File: src/rtl/lockmon_pkg.sv
package lockmon_pkg;
  typedef enum logic [1:0] {
    ST_ACQ  = 2'd0,
    ST_WIDE = 2'd1,
    ST_STEP = 2'd2,
    ST_LOCK = 2'd3
  } lm_state_e;
endpackage

File: src/rtl/lockmon_slope.sv
// Slope reversal detector on strobed integrator samples.
module lockmon_slope #(
  parameter int INT_W = 12
) (
  input  logic                    clk,
  input  logic                    rst,
  input  logic                    clr,
  input  logic                    stb,
  input  logic signed [INT_W-1:0] sample_i,
  output logic                    rev_o,
  output logic                    is_peak_o,
  output logic signed [INT_W-1:0] ext_o
);
  logic signed [INT_W-1:0] prev_q;
  logic prev_v_q, dir_up_q, dir_v_q;
  logic rising, falling;

  always_comb begin
    rising    = prev_v_q && (sample_i > prev_q);
    falling   = prev_v_q && (sample_i < prev_q);
    rev_o     = stb && dir_v_q && ((rising && !dir_up_q) || (falling && dir_up_q));
    is_peak_o = rev_o && dir_up_q;
  end

  assign ext_o = prev_q;

  always_ff @(posedge clk) begin
    if (rst || clr) begin
      prev_q   <= '0;
      prev_v_q <= 1'b0;
      dir_up_q <= 1'b0;
      dir_v_q  <= 1'b0;
    end else if (stb) begin
      prev_q   <= sample_i;
      prev_v_q <= 1'b1;
      if (rising || falling) begin
        dir_up_q <= rising;
        dir_v_q  <= 1'b1;
      end
    end
  end
endmodule

File: src/rtl/lockmon_hold.sv
// Peak and trough hold registers with floor-mean estimate.
module lockmon_hold #(
  parameter int INT_W = 12
) (
  input  logic                    clk,
  input  logic                    rst,
  input  logic                    clr,
  input  logic                    rev_i,
  input  logic                    is_peak_i,
  input  logic signed [INT_W-1:0] ext_i,
  output logic                    est_v_o,
  output logic signed [INT_W-1:0] est_o
);
  logic signed [INT_W-1:0] peak_q, trough_q, other;
  logic peak_v_q, trough_v_q, other_v;
  logic signed [INT_W:0] sum;

  always_comb begin
    other   = is_peak_i ? trough_q   : peak_q;
    other_v = is_peak_i ? trough_v_q : peak_v_q;
    sum     = {ext_i[INT_W-1], ext_i} + {other[INT_W-1], other};
    est_o   = sum[INT_W:1];
    est_v_o = rev_i && other_v;
  end

  always_ff @(posedge clk) begin
    if (rst || clr) begin
      peak_q     <= '0;
      trough_q   <= '0;
      peak_v_q   <= 1'b0;
      trough_v_q <= 1'b0;
    end else if (rev_i) begin
      if (is_peak_i) begin
        peak_q   <= ext_i;
        peak_v_q <= 1'b1;
      end else begin
        trough_q   <= ext_i;
        trough_v_q <= 1'b1;
      end
    end
  end
endmodule

File: src/rtl/lockmon_window.sv
// Consecutive in-window estimate qualifier.
module lockmon_window #(
  parameter int INT_W = 12,
  parameter int CNT_W = 4
) (
  input  logic                    clk,
  input  logic                    rst,
  input  logic                    clr,
  input  logic                    est_v_i,
  input  logic signed [INT_W-1:0] est_i,
  input  logic        [INT_W-1:0] win_i,
  input  logic        [CNT_W-1:0] hits_i,
  output logic                    qual_o,
  output logic                    near_o
);
  localparam logic [CNT_W-1:0] CNT_MAX = '1;

  logic signed [INT_W-1:0] last_q;
  logic last_v_q;
  logic [CNT_W-1:0] cnt_q;
  logic signed [INT_W:0] diff;
  logic [INT_W:0] mag;
  logic [CNT_W:0] cnt_inc;
  logic in_win;

  always_comb begin
    diff    = {est_i[INT_W-1], est_i} - {last_q[INT_W-1], last_q};
    mag     = diff[INT_W] ? $unsigned(-diff) : $unsigned(diff);
    in_win  = mag <= {1'b0, win_i};
    cnt_inc = {1'b0, cnt_q} + (CNT_W+1)'(1);
    qual_o  = est_v_i && last_v_q && in_win;
    near_o  = qual_o && (cnt_inc >= {1'b0, hits_i});
  end

  always_ff @(posedge clk) begin
    if (rst || clr) begin
      last_q   <= '0;
      last_v_q <= 1'b0;
      cnt_q    <= '0;
    end else if (est_v_i) begin
      last_q   <= est_i;
      last_v_q <= 1'b1;
      if (last_v_q) begin
        if (!in_win)              cnt_q <= '0;
        else if (cnt_q != CNT_MAX) cnt_q <= cnt_inc[CNT_W-1:0];
      end
    end
  end
endmodule

File: src/rtl/lockmon_gain.sv
// One gain select code: loads its initial value, steps down to a floor.
module lockmon_gain #(
  parameter int G_W  = 3,
  parameter int INIT = 5
) (
  input  logic           clk,
  input  logic           rst,
  input  logic           load,
  input  logic           step,
  input  logic [G_W-1:0] floor_i,
  output logic [G_W-1:0] code_o,
  output logic           floor_next_o
);
  localparam logic [G_W-1:0] INIT_CODE = G_W'(INIT);

  logic [G_W-1:0] code_q, code_nxt;

  always_comb begin
    code_nxt     = (code_q > floor_i) ? code_q - G_W'(1) : code_q;
    floor_next_o = code_nxt <= floor_i;
  end

  always_ff @(posedge clk) begin
    if (rst || load) code_q <= INIT_CODE;
    else if (step)   code_q <= code_nxt;
  end

  assign code_o = code_q;
endmodule

File: src/rtl/lockmon_ctrl.sv
module lockmon_ctrl
  import lockmon_pkg::*;
#(
  parameter int INT_W   = 12,
  parameter int PE_W    = 8,
  parameter int CNT_W   = 4,
  parameter int G_W     = 3,
  parameter int KP_INIT = 5,
  parameter int KI_INIT = 6
) (
  input  logic                    clk,
  input  logic                    rst,
  input  logic                    retune_i,
  input  logic                    ref_stb_i,
  input  logic signed [PE_W-1:0]  phase_err_i,
  input  logic signed [INT_W-1:0] integ_i,
  input  logic        [INT_W-1:0] win_i,
  input  logic        [CNT_W-1:0] hits_i,
  input  logic        [G_W-1:0]   kp_floor_i,
  input  logic        [G_W-1:0]   ki_floor_i,
  output logic                    track_mode_o,
  output logic        [G_W-1:0]   kp_sel_o,
  output logic        [G_W-1:0]   ki_sel_o,
  output logic        [1:0]       status_o
);
  lm_state_e state_q;
  logic signed [PE_W-1:0] pe_last_q;
  logic pe_v_q;
  logic signed [PE_W:0] pe_diff;
  logic settled, advance, rip_clr, step_go;
  logic rev, is_peak, est_v, qual, near;
  logic signed [INT_W-1:0] ext, est;
  logic kp_fn, ki_fn;

  assign advance = ref_stb_i && !retune_i;
  assign rip_clr = retune_i || (state_q == ST_ACQ);
  assign step_go = advance && (state_q == ST_STEP) && qual;

  always_comb begin
    pe_diff = {phase_err_i[PE_W-1], phase_err_i} - {pe_last_q[PE_W-1], pe_last_q};
    settled = pe_v_q && ((pe_diff == '0) || (pe_diff == (PE_W+1)'(1)) || (pe_diff == '1));
  end

  lockmon_slope #(.INT_W(INT_W)) u_slope (
    .clk(clk), .rst(rst), .clr(rip_clr), .stb(ref_stb_i), .sample_i(integ_i),
    .rev_o(rev), .is_peak_o(is_peak), .ext_o(ext));

  lockmon_hold #(.INT_W(INT_W)) u_hold (
    .clk(clk), .rst(rst), .clr(rip_clr), .rev_i(rev), .is_peak_i(is_peak),
    .ext_i(ext), .est_v_o(est_v), .est_o(est));

  lockmon_window #(.INT_W(INT_W), .CNT_W(CNT_W)) u_win (
    .clk(clk), .rst(rst), .clr(rip_clr), .est_v_i(est_v), .est_i(est),
    .win_i(win_i), .hits_i(hits_i), .qual_o(qual), .near_o(near));

  lockmon_gain #(.G_W(G_W), .INIT(KP_INIT)) u_kp (
    .clk(clk), .rst(rst), .load(retune_i), .step(step_go), .floor_i(kp_floor_i),
    .code_o(kp_sel_o), .floor_next_o(kp_fn));

  lockmon_gain #(.G_W(G_W), .INIT(KI_INIT)) u_ki (
    .clk(clk), .rst(rst), .load(retune_i), .step(step_go), .floor_i(ki_floor_i),
    .code_o(ki_sel_o), .floor_next_o(ki_fn));

  always_ff @(posedge clk) begin
    if (rst || retune_i) begin
      state_q   <= ST_ACQ;
      pe_last_q <= '0;
      pe_v_q    <= 1'b0;
    end else if (ref_stb_i) begin
      unique case (state_q)
        ST_ACQ: begin
          pe_last_q <= phase_err_i;
          pe_v_q    <= 1'b1;
          if (settled) state_q <= ST_WIDE;
        end
        ST_WIDE: if (near) state_q <= ST_STEP;
        ST_STEP: if (qual && kp_fn && ki_fn) state_q <= ST_LOCK;
        default: state_q <= ST_LOCK;
      endcase
    end
  end

  assign track_mode_o = (state_q != ST_ACQ);
  assign status_o     = state_q;
endmodule

File: config.mk
export PLATFORM = sky130hd
export DESIGN_NAME = lockmon_ctrl
export DESIGN_NICKNAME = d
export VERILOG_FILES = /design/src/rtl/lockmon_pkg.sv /design/src/rtl/lockmon_slope.sv /design/src/rtl/lockmon_hold.sv /design/src/rtl/lockmon_window.sv /design/src/rtl/lockmon_gain.sv /design/src/rtl/lockmon_ctrl.sv
export SDC_FILE = /design/constraint.sdc
export NUM_CORES = 1
export LEC_CHECK = 0
export BUFFER_PORTS_ARGS = -buffer_cell sky130_fd_sc_hd__buf_2
export CORE_MARGIN = 5
export CORE_UTILIZATION = 61
export DETAILED_ROUTE_END_ITERATION = 8
export PLACE_DENSITY_LB_ADDON = 0.25
export SETUP_SLACK_MARGIN = 0.05
export SYNTH_ARGS = -nofsm -noshare
export SYNTH_HDL_FRONTEND = slang
export SYNTH_SLANG_ARGS = --single-unit
File: constraint.sdc
create_clock -name clk -period 10 [get_ports clk]
set_input_delay 1 -clock clk [delete_from_list [all_inputs] [get_ports clk]]
set_output_delay 1 -clock clk [all_outputs]
set_load 0.05 [all_outputs]
==> flow_summary.ini <==
[finish]
areaGrowthSynthToFinish_pct = 9.59
final_area_mm2 = 0.00649
n_antenna_cell = 0
drive_gt1_frac = 0.124
fin_nets = 911
final_cells = 923

[clocking]
clock-sinks = 75
cts_root_buffer = clkbuf_8
post_cts_buffers = 0
clk_pin_slew_ns = 0.08
h-tree-depth = 3
cts_tree = built
cts_resized = 0
clk_latency_ns = 0.36
cts_buffers = 9
cts.path.max_buffers = 2
hold_buffers = 0

[route]
viasPerCell = 5.67
wl_mm = 12.8
post-route-drc-count = 0
vias = 5229
dr.pass1.iters = 5
antenna_left = 0
post_drt_wl_per_cell_um = 13.9
first_iter_violations = 266

[worst_setup_path]
crit_top_cell = ha_1
crit_fanout = 15
critPathMaxStageDelay_ns = 0.49
worstPathRequired_ns = 10.29
cp_slowest_cell = o211ai_4
cp.arrival_ns = 8.79
crit_type = primary input to flip-flop
crit_path_start_kind = primary input
critPathCaptureType = flip-flop

[global_routing]
grt_usage = 0.227
grt_overflow_total = 0
grt_max_degree = 58
grt_pass1_wl_mm = 21.9
grt_pass1_vias = 5136
grt_antenna_before_repair = 0

[die]
std_cell_rows = 36
initial_core_util = 0.614
die_h_um = 109
top_level_ports = 55
die_w_um = 109
fp.dieArea_mm2 = 0.0118
core_area_mm2 = 0.00964

[synth]
yosysWarningCount = 0
synth-edff-count = 0
yosysTopAreaCellShare = 0.254
syn_avg_cell_area_um2 = 7.99
netlist_top_cells_area = dfxtp_1 (25%), ha_1 (16%), mux2i_1 (6.4%), nor2_1 (6.1%), inv_1 (5.0%)
ys.flop_type = dfxtp_1
ys_ff_latch = 75
synth_largest_area_cell = dfxtp_1
synthArstFlopShare = 0
synth_most_common_cell = nor2_1
postSynthCellCount = 741
syn_nets = 866
synth.distinct_cells = 62
synth_area_mm2 = 0.00592
synth_seq_area_share = 0.254
synthTopCellsByCount = nor2_1 (97), inv_1 (79), ha_1 (76)

[timing]
setup_violations = 0
hold_viol = 0
fmax_mhz = 118
rsz0062_at_grt = false
period_minus_slack_ns = 8.50
worst_pin_slew_ns = 1.06
relSlewSlack = 0.292
period_share = 0.850
slew_viol_final = 0
skew_ns = 0.0152
setup_tns_ns = 0

[pwr]
total_power_mw = 0.615
p_leak_nw = 3.00
cellPowerDensity_mw_per_mm2 = 94.7
ir_worst_vdd_mv = 0.0861

[status]
status = finished, final reports clean

[placed_design]
dp.cells = 908
io_buffers = 54
hpwl_mm = 10.2
dpl_cell_area_mm2 = 0.00628
place.gp.congestion = 0.878

[job]
max-cap-violations = 0

[hold_path]
worstHoldPathType = flip-flop to flip-flop
[through the flow]
stage               utilization  setup WS [ns]  hold slack, ns
floorplan                     -           2.17           0.421
finish                    0.673           1.50           0.452
CTS                       0.673           1.58           0.451
detailed placement        0.652           1.24           0.440
global placement          0.652           1.57           0.431
global route              0.673          0.879           0.485
[cells by family after synthesis]
| kind of cell | share of synthesized area |
|---|---|
| buf+inv | 0.0653 |
| flops | 0.254 |
| fa+ha+maj | 0.171 |
| compound gates | 0.164 |
| mux | 0.0889 |
| xor+xnor | 0.0532 |
| simple gates | 0.204 |
[per-layer routing]
metal  share of wire  GRT usage  wire, µm
met1            0.43      0.259      5570
met3           0.036     0.0436       461
met2            0.52      0.427      6660
met4           0.012     0.0640       152
met5               0          0         0
[where the power goes]
group / leakage (nW) / internal, mW / switching, mW
clock: 0.106 / 0.139 / 0.113
sequential: 0.605 / 0.300 / 0.000572
combinational: 2.28 / 0.0288 / 0.0343
total: 3.00 / 0.467 / 0.148
[cells in the final DEF, fill, tap and decap left out, types with 3 or more instances in the layout]
cell,Yosys,final
nor2_1,97,97
o21ai_0,21,21
clkbuf_8,0,9
o21ai_1,5,5
dfxtp_1,75,75
inv_1,79,79
or3_1,10,10
ha_1,76,76
o21a_1,9,9
mux2i_1,38,38
nand2_1,54,54
fa_1,3,3
buf_2,3,54
a21oi_1,59,59
xor2_1,11,11
mux2_2,13,13
o31ai_1,4,4
nor3_1,8,8
o31a_1,3,3
and4_1,3,3
o211ai_1,3,3
xnor2_1,25,25
nor4_1,5,5
nand4_1,4,4
or2_2,3,3
and2_1,6,6
a31oi_1,11,11
nand3_1,16,16
nand2b_1,8,8
nand3b_1,3,3
and3_1,7,7
nor2b_1,12,12
nor4b_1,3,3
a21o_1,11,11
[final cells by class]
cell class,count,area [µm²]
clock inverters,5,78.8
multi-input cells,565,4030
repair buffers,56,285
inverters,79,297
clock buffers,10,128
well taps,133,166
flip-flops and latches,75,1500
fillers,833,3150
[path summary, 6_finish.rpt]
path / start / end / slack [ns] / cells after the start
hold / removal: u_win.last_v_q / u_win.last_v_q / 0.45 / 2
setup / recovery: integ_i[10] / u_win.cnt_q[0] / 1.50 / 33
setup reg to reg: u_slope.ext_o[11] / u_win.cnt_q[0] / 1.74 / 33
hold reg to reg: u_win.last_v_q / u_win.last_v_q / 0.45 / 2
[worst max-delay path, delay by kind of cell]
kind,cells,cell delay (ns)
compound gates,12,2.85
fa+ha+maj,4,1.34
xor+xnor,2,0.26
mux,1,0.36
buf+inv,2,0.44
simple gates,12,2.53
[state kept, by name, summed over array words and instances (netlist names), 2 cells and up]
signal           flops
pe_last_q            8
status_o             2
u_ki.code_o          3
u_slope.ext_o       12
u_kp.code_o          3
u_hold.trough_q     12
u_win.cnt_q          4
u_win.last_q        12
u_hold.peak_q       12
(Power assumes the default switching activity.)
